File: src/rtl/eagen_pkg.sv
package eagen_pkg;

    // Register codes shared by both operand widths.
    localparam logic [2:0] REG_AX = 3'd0;
    localparam logic [2:0] REG_CX = 3'd1;
    localparam logic [2:0] REG_DX = 3'd2;
    localparam logic [2:0] REG_BX = 3'd3;
    localparam logic [2:0] REG_SP = 3'd4;
    localparam logic [2:0] REG_BP = 3'd5;
    localparam logic [2:0] REG_SI = 3'd6;
    localparam logic [2:0] REG_DI = 3'd7;

    typedef enum logic {
        SEG_DATA  = 1'b0,
        SEG_STACK = 1'b1
    } seg_e;

endpackage

File: src/rtl/eagen_legal.sv
module eagen_legal
    import eagen_pkg::*;
#(
    parameter int SELW = 3
) (
    input  logic            mode32,
    input  logic            base_vld,
    input  logic [SELW-1:0] base_sel,
    input  logic            idx_vld,
    input  logic [SELW-1:0] idx_sel,
    output logic            illegal,
    output seg_e            seg
);

    logic bad_base;
    logic bad_idx;
    logic stack_base;

    always_comb begin
        bad_base   = 1'b0;
        bad_idx    = 1'b0;
        stack_base = 1'b0;
        if (mode32) begin
            // Wide mode: any base; stack pointer may not be an index.
            bad_idx    = idx_vld && (idx_sel == REG_SP);
            stack_base = base_vld && ((base_sel == REG_SP) || (base_sel == REG_BP));
        end else begin
            if (base_vld) begin
                unique case (base_sel)
                    REG_BX:  stack_base = 1'b0;
                    REG_BP:  stack_base = 1'b1;
                    default: bad_base   = 1'b1;
                endcase
            end
            if (idx_vld) begin
                unique case (idx_sel)
                    REG_SI, REG_DI: bad_idx = 1'b0;
                    default:        bad_idx = 1'b1;
                endcase
            end
        end
    end

    assign illegal = bad_base | bad_idx;
    assign seg     = (stack_base && !illegal) ? SEG_STACK : SEG_DATA;

endmodule

File: src/rtl/eagen_operand.sv
module eagen_operand #(
    parameter int XLEN = 32,
    parameter int NREG = 8,
    parameter int SELW = 3,
    parameter int SCW  = 2
) (
    input  logic [XLEN*NREG-1:0] rf_flat,
    input  logic [SELW-1:0]      sel,
    input  logic                 vld,
    input  logic                 mode32,
    input  logic [SCW-1:0]       shamt,
    output logic [XLEN-1:0]      val
);

    localparam int HALF = XLEN / 2;

    logic [XLEN-1:0] lanes [NREG];
    logic [XLEN-1:0] raw;
    logic [XLEN-1:0] narrowed;

    for (genvar g = 0; g < NREG; g++) begin : g_lane
        assign lanes[g] = rf_flat[g*XLEN +: XLEN];
    end

    assign raw      = lanes[sel];
    assign narrowed = mode32 ? raw : {{HALF{1'b0}}, raw[HALF-1:0]};
    assign val      = vld ? (narrowed << shamt) : '0;

endmodule

File: src/rtl/eagen_sum.sv
module eagen_sum #(
    parameter int XLEN = 32
) (
    input  logic            mode32,
    input  logic [XLEN-1:0] base_term,
    input  logic [XLEN-1:0] idx_term,
    input  logic [XLEN-1:0] disp,
    output logic [XLEN-1:0] sum
);

    localparam int HALF = XLEN / 2;

    logic [XLEN-1:0] full;

    assign full = base_term + idx_term + disp;
    assign sum  = mode32 ? full : {{HALF{1'b0}}, full[HALF-1:0]};

endmodule

File: src/rtl/eagen_unit.sv
module eagen_unit
    import eagen_pkg::*;
#(
    parameter int XLEN = 32,
    parameter int NREG = 8,
    parameter int SCW  = 2,
    localparam int SELW = $clog2(NREG)
) (
    input  logic                 clk,
    input  logic                 rst_n,
    input  logic                 mode32,
    input  logic                 base_vld,
    input  logic [SELW-1:0]      base_sel,
    input  logic                 idx_vld,
    input  logic [SELW-1:0]      idx_sel,
    input  logic [SCW-1:0]       scale,
    input  logic [XLEN-1:0]      disp,
    input  logic [XLEN*NREG-1:0] rf_flat,
    output logic [XLEN-1:0]      ea_off,
    output logic                 ea_seg,
    output logic                 ea_illegal
);

    logic [SCW-1:0]  idx_shamt;
    logic [XLEN-1:0] base_term;
    logic [XLEN-1:0] idx_term;
    logic [XLEN-1:0] sum;
    logic            illegal;
    seg_e            seg;

    // Scaling exists only in wide mode.
    assign idx_shamt = mode32 ? scale : '0;

    eagen_legal #(.SELW(SELW)) u_legal (
        .mode32   (mode32),
        .base_vld (base_vld),
        .base_sel (base_sel),
        .idx_vld  (idx_vld),
        .idx_sel  (idx_sel),
        .illegal  (illegal),
        .seg      (seg)
    );

    eagen_operand #(.XLEN(XLEN), .NREG(NREG), .SELW(SELW), .SCW(SCW)) u_base (
        .rf_flat (rf_flat),
        .sel     (base_sel),
        .vld     (base_vld),
        .mode32  (mode32),
        .shamt   ('0),
        .val     (base_term)
    );

    eagen_operand #(.XLEN(XLEN), .NREG(NREG), .SELW(SELW), .SCW(SCW)) u_index (
        .rf_flat (rf_flat),
        .sel     (idx_sel),
        .vld     (idx_vld),
        .mode32  (mode32),
        .shamt   (idx_shamt),
        .val     (idx_term)
    );

    eagen_sum #(.XLEN(XLEN)) u_sum (
        .mode32    (mode32),
        .base_term (base_term),
        .idx_term  (idx_term),
        .disp      (disp),
        .sum       (sum)
    );

    always_ff @(posedge clk or negedge rst_n) begin
        if (!rst_n) begin
            ea_off     <= '0;
            ea_seg     <= SEG_DATA;
            ea_illegal <= 1'b0;
        end else begin
            ea_off     <= illegal ? '0 : sum;
            ea_seg     <= seg;
            ea_illegal <= illegal;
        end
    end

endmodule

File: config.mk
export PLATFORM = sky130hd
export DESIGN_NAME = eagen_unit
export DESIGN_NICKNAME = d
export VERILOG_FILES = /design/src/rtl/eagen_pkg.sv /design/src/rtl/eagen_legal.sv /design/src/rtl/eagen_operand.sv /design/src/rtl/eagen_sum.sv /design/src/rtl/eagen_unit.sv
export SDC_FILE = /design/constraint.sdc
export NUM_CORES = 1
export LEC_CHECK = 0
export CELL_PAD_IN_SITES_DETAIL_PLACEMENT = 1
export CELL_PAD_IN_SITES_GLOBAL_PLACEMENT = 1
export CORE_MARGIN = 5
export CORE_UTILIZATION = 40
export CTS_CLUSTER_SIZE = 12
export DETAILED_ROUTE_END_ITERATION = 10
export DONT_BUFFER_PORTS = 1
export PLACE_DENSITY_LB_ADDON = 0.1
export SETUP_SLACK_MARGIN = 0.3
export SLEW_MARGIN = 20
export SYNTH_ARGS = -nofsm -noshare
export SYNTH_HDL_FRONTEND = slang
export SYNTH_HIERARCHICAL = 1
export SYNTH_SLANG_ARGS = --single-unit
export TNS_END_PERCENT = 10
File: constraint.sdc
create_clock -name clk -period 0.8 [get_ports clk]
set_input_delay 0.16 -clock clk [delete_from_list [all_inputs] [get_ports clk]]
set_output_delay 0.16 -clock clk [all_outputs]
set_load 0.1 [all_outputs]
==> impl_metrics.prom <==
# TYPE chip_impl_metric gauge
chip_impl_metric{name="p_sw_share",unit="%"} 48.1
chip_impl_metric{name="cts_inserted_buffers",unit=""} 5
chip_impl_info{name="worst_setup_path_startpoint",value="idx_sel[0]"} 1
chip_impl_metric{name="grt_overflow_total",unit=""} 0
chip_impl_metric{name="syn-mean-instance-area",unit="sq um"} 9.72
chip_impl_metric{name="post-route-worst-setup-slack",unit="ps"} -2770
chip_impl_metric{name="cts-htree-levels",unit=""} 2
chip_impl_info{name="yosys_most_used_dff",value="sky130_fd_sc_hd__dfrtp_1"} 1
chip_impl_metric{name="ys_seq_elements",unit=""} 34
chip_impl_info{name="failed_checks",value="hold timing, setup timing"} 1
chip_impl_info{name="tritoncts_clock_tree",value="done"} 1
chip_impl_metric{name="sum_of_internal_switching_and_leakage_power",unit="mW"} 22.6
chip_impl_metric{name="place_congestion",unit=""} 0.923
chip_impl_metric{name="antenna_found_initial",unit=""} 2
chip_impl_metric{name="syn-instance-count",unit=""} 974
chip_impl_metric{name="seq_power_share",unit="%"} 11.8
chip_impl_metric{name="pre_cts_ws",unit="ps"} -3080
chip_impl_metric{name="wire_length_per_cell",unit="um"} 27.0
chip_impl_metric{name="crit_arrival",unit="ps"} 3780
chip_impl_metric{name="yosysSeqAreaShare",unit="%"} 8.99
chip_impl_metric{name="synth_enable_flop_cells",unit=""} 0
chip_impl_metric{name="floorplan.die.height",unit="um"} 164
chip_impl_metric{name="final.hold.worst_slack",unit="ps"} -423
chip_impl_metric{name="grt_util_all_layers",unit="%"} 28.3
chip_impl_metric{name="first_drt_pass_iteration_count",unit=""} 5
chip_impl_metric{name="grt_first_pass_wirelength",unit="um"} 58800
chip_impl_metric{name="post-place-cells",unit=""} 1451
chip_impl_metric{name="cts_num_sinks",unit=""} 34
chip_impl_metric{name="area_of_the_die",unit="sq mm"} 0.0268
chip_impl_metric{name="critical_path.max_stage_delay",unit="ps"} 450
chip_impl_metric{name="drive_above_1_share",unit="%"} 41.9
chip_impl_metric{name="antenna_left",unit=""} 0
chip_impl_metric{name="path_clk_slew",unit="ps"} 50
chip_impl_metric{name="n_fill_cell",unit=""} 2610
chip_impl_metric{name="netlist_area",unit="sq mm"} 0.00946
chip_impl_info{name="clock_tree.root_cell",value="sky130_fd_sc_hd__clkbuf_16"} 1
chip_impl_metric{name="first_global_vias",unit=""} 10100
chip_impl_info{name="run_status",value="complete, but fails checks"} 1
chip_impl_metric{name="max_cap_viol_count",unit=""} 0
chip_impl_metric{name="power.switching",unit="mW"} 10.9
chip_impl_metric{name="cts-root-to-sink-buffers",unit=""} 2
chip_impl_metric{name="critical_path_peak_fanout",unit=""} 64
chip_impl_metric{name="cp.depth",unit=""} 15
chip_impl_info{name="rsz0062_at_grt",value="yes"} 1
chip_impl_metric{name="areaGrowthSynthToFinish",unit="%"} 30.6
chip_impl_metric{name="post_layout_nonfiller_instances",unit=""} 1477
chip_impl_metric{name="final_nets",unit=""} 1512
chip_impl_metric{name="drc",unit=""} 0
chip_impl_metric{name="die_width",unit="um"} 164
chip_impl_metric{name="fin_crit",unit="ps"} 3570
chip_impl_metric{name="final.period_utilization",unit="%"} 447
chip_impl_metric{name="share_clk_of_total_power",unit="%"} 8.6
chip_impl_metric{name="detailed_place_hpwl",unit="um"} 33500
chip_impl_metric{name="powerDensity",unit="mW/mm^2"} 1830
chip_impl_metric{name="slew_viol_final",unit=""} 0
chip_impl_metric{name="tightest_slew",unit="ps"} 516
chip_impl_metric{name="worst-path-buf-inv",unit=""} 1
chip_impl_metric{name="internal-power",unit="mW"} 11.7
chip_impl_metric{name="area_of_the_core",unit="sq mm"} 0.0234
chip_impl_info{name="layout_commonest_cell",value="sky130_fd_sc_hd__buf_4"} 1
chip_impl_metric{name="number_of_endpoints_failing_setup_at_the_final_stage",unit=""} 66
chip_impl_metric{name="route.vias.total",unit=""} 9331
chip_impl_metric{name="async_flop_share",unit="%"} 100
chip_impl_metric{name="start_util",unit="%"} 40.4
chip_impl_metric{name="detailed_route_wl",unit="um"} 39900
chip_impl_metric{name="initialDrtViolationCount",unit=""} 509
chip_impl_metric{name="timing.final.hold_violations",unit=""} 35
chip_impl_info{name="worstPathCellList",value="and2_1, a22o_1, a221o_1, o22ai_1, o21a_1, fa_1, buf_4, fa_2, a21oi_2, o211ai_2, and4_4, o2111a_1, or3_1, a21oi_1, nor2b_2"} 1
chip_impl_info{name="setup.worst_path.class",value="in -> reg"} 1
chip_impl_info{name="layout_common_cells",value="sky130_fd_sc_hd__buf_4, sky130_fd_sc_hd__nand2_1, sky130_fd_sc_hd__mux4_2"} 1
chip_impl_metric{name="worst_ir_drop_vdd",unit="V"} 0.00221
chip_impl_metric{name="fin_area",unit="sq mm"} 0.0124
chip_impl_metric{name="std_cell_rows",unit=""} 56
chip_impl_metric{name="power_leakage",unit="nW"} 5.10
chip_impl_metric{name="yosysWarnings",unit=""} 6
chip_impl_info{name="min_delay_worst_type",value="in -> async"} 1
chip_impl_info{name="setup.worst_path.start_class",value="primary input"} 1
chip_impl_metric{name="post_dp_cell_area",unit="sq mm"} 0.0116
chip_impl_metric{name="cp_data_required_time",unit="ps"} 1010
chip_impl_metric{name="io_buffers",unit=""} 0
chip_impl_info{name="worst_setup_path_endpoint",value="ea_off[31]"} 1
chip_impl_metric{name="post_detailed_route_via_to_cell_ratio",unit=""} 6.32
chip_impl_metric{name="maxSlewHeadroom",unit="%"} 65.5
chip_impl_info{name="critical-path-top-delay-family",value="compound AO/OA/AOI/OAI gates"} 1
chip_impl_metric{name="netlist-cell-type-count",unit=""} 77
chip_impl_metric{name="maxClockFrequency",unit="GHz"} 0.280
chip_impl_metric{name="largest_net_degree_at_the_start_of_global_routing",unit=""} 74
chip_impl_metric{name="fin_util",unit="%"} 52.8
chip_impl_metric{name="finalSetupTns",unit="ps"} -83070
chip_impl_info{name="critical_path.endpoint_type",value="flop"} 1
chip_impl_metric{name="comb_power_share",unit="%"} 79.7
chip_impl_info{name="cpMaxStageDelayCell",value="sky130_fd_sc_hd__fa_1"} 1
chip_impl_metric{name="num_io_pins",unit=""} 335
cells in the mapped netlist (16+ instances only):
master / instances / share of area [%]
sky130_fd_sc_hd__o21ai_1: 30 / 1.6
sky130_fd_sc_hd__mux4_2: 114 / 27
sky130_fd_sc_hd__nand2_1: 146 / 5.8
sky130_fd_sc_hd__ha_1: 30 / 4.0
sky130_fd_sc_hd__nor2_1: 47 / 1.9
sky130_fd_sc_hd__fa_1: 32 / 6.8
sky130_fd_sc_hd__dfrtp_1: 34 / 9.0
sky130_fd_sc_hd__o22ai_1: 23 / 1.5
sky130_fd_sc_hd__o21ai_0: 16 / 0.85
sky130_fd_sc_hd__inv_1: 19 / 0.75
sky130_fd_sc_hd__nand3_1: 17 / 0.90
sky130_fd_sc_hd__a21oi_1: 57 / 3.0
sky130_fd_sc_hd__nor3_1: 19 / 1.0
sky130_fd_sc_hd__mux2i_1: 58 / 6.1
sky130_fd_sc_hd__buf_2: 29 / 1.5
sky130_fd_sc_hd__clkbuf_1: 24 / 0.95
sky130_fd_sc_hd__nor2b_1: 37 / 2.4
sequential cells by signal (all words and copies together) (netlist names):
signal and flops:
ea_seg 1, ea_illegal 1, ea_off 32
cell families (layout without fill, tap and decap cells):
family | count (synthesis) | after routing | synth area share (%)
buffers and inverters | 98 | 273 | 6.35
AND/OR/NAND/NOR | 328 | 328 | 16.5
AO/OA/AOI/OAI | 232 | 232 | 16.7
XOR/XNOR | 19 | 19 | 1.76
adder cells (fa/ha/maj) | 62 | 62 | 10.7
flip-flops | 34 | 34 | 8.99
other | 1 | 10 | 0.0396
multiplexers | 200 | 200 | 38.9
repair_timing:
action                     CTS  global route
pin swaps                   13            34
setup endpoints to repair   68            68
setup buffers                5             5
hold endpoints to repair    35            35
gates resized for setup     20            78
worst min path at each step:
stage               slack, ps  start          to  depth (start not counted)
floorplan                -140  rst_n  ea_illegal                          0
global placement         -130  rst_n   ea_off[5]                          0
detailed placement       -130  rst_n   ea_off[5]                          0
CTS                      -430  rst_n   ea_off[3]                          0
global route             -440  rst_n   ea_off[5]                          0
finish                   -420  rst_n   ea_off[5]                          0
metal layers:
layer  vias up  GRT usage (%)  wire [um]
li1       4141              -          -
met1      4716           34.2      15400
met2       386           48.9      19700
met3        88           6.93       3070
met4         0           10.6       1730
met5         -              0          0
layout make-up:
cell class,instances,area [sq um],share of cell area (%)
Multi-Input combinational cell,843,8490,68.7
Timing Repair Buffer,244,2370,19.2
Sequential cell,34,851,6.89
Tap cell,319,399,3.23
Clock buffer,6,139,1.12
Inverter,21,78.8,0.638
Antenna cell,8,20.0,0.162
Clock inverter,2,12.5,0.101
power groups by stage:
stage,registers [mW],logic [mW],clock network [mW]
after global routing,2.72,19.1,2.10
final,2.66,18.0,1.94
after floorplan,6.11,7.11,0
after CTS,2.68,17.1,2.01
after detailed placement,2.71,16.8,0
after global placement,2.68,16.5,0
Note: power is estimated with default switching activity, not from simulation.
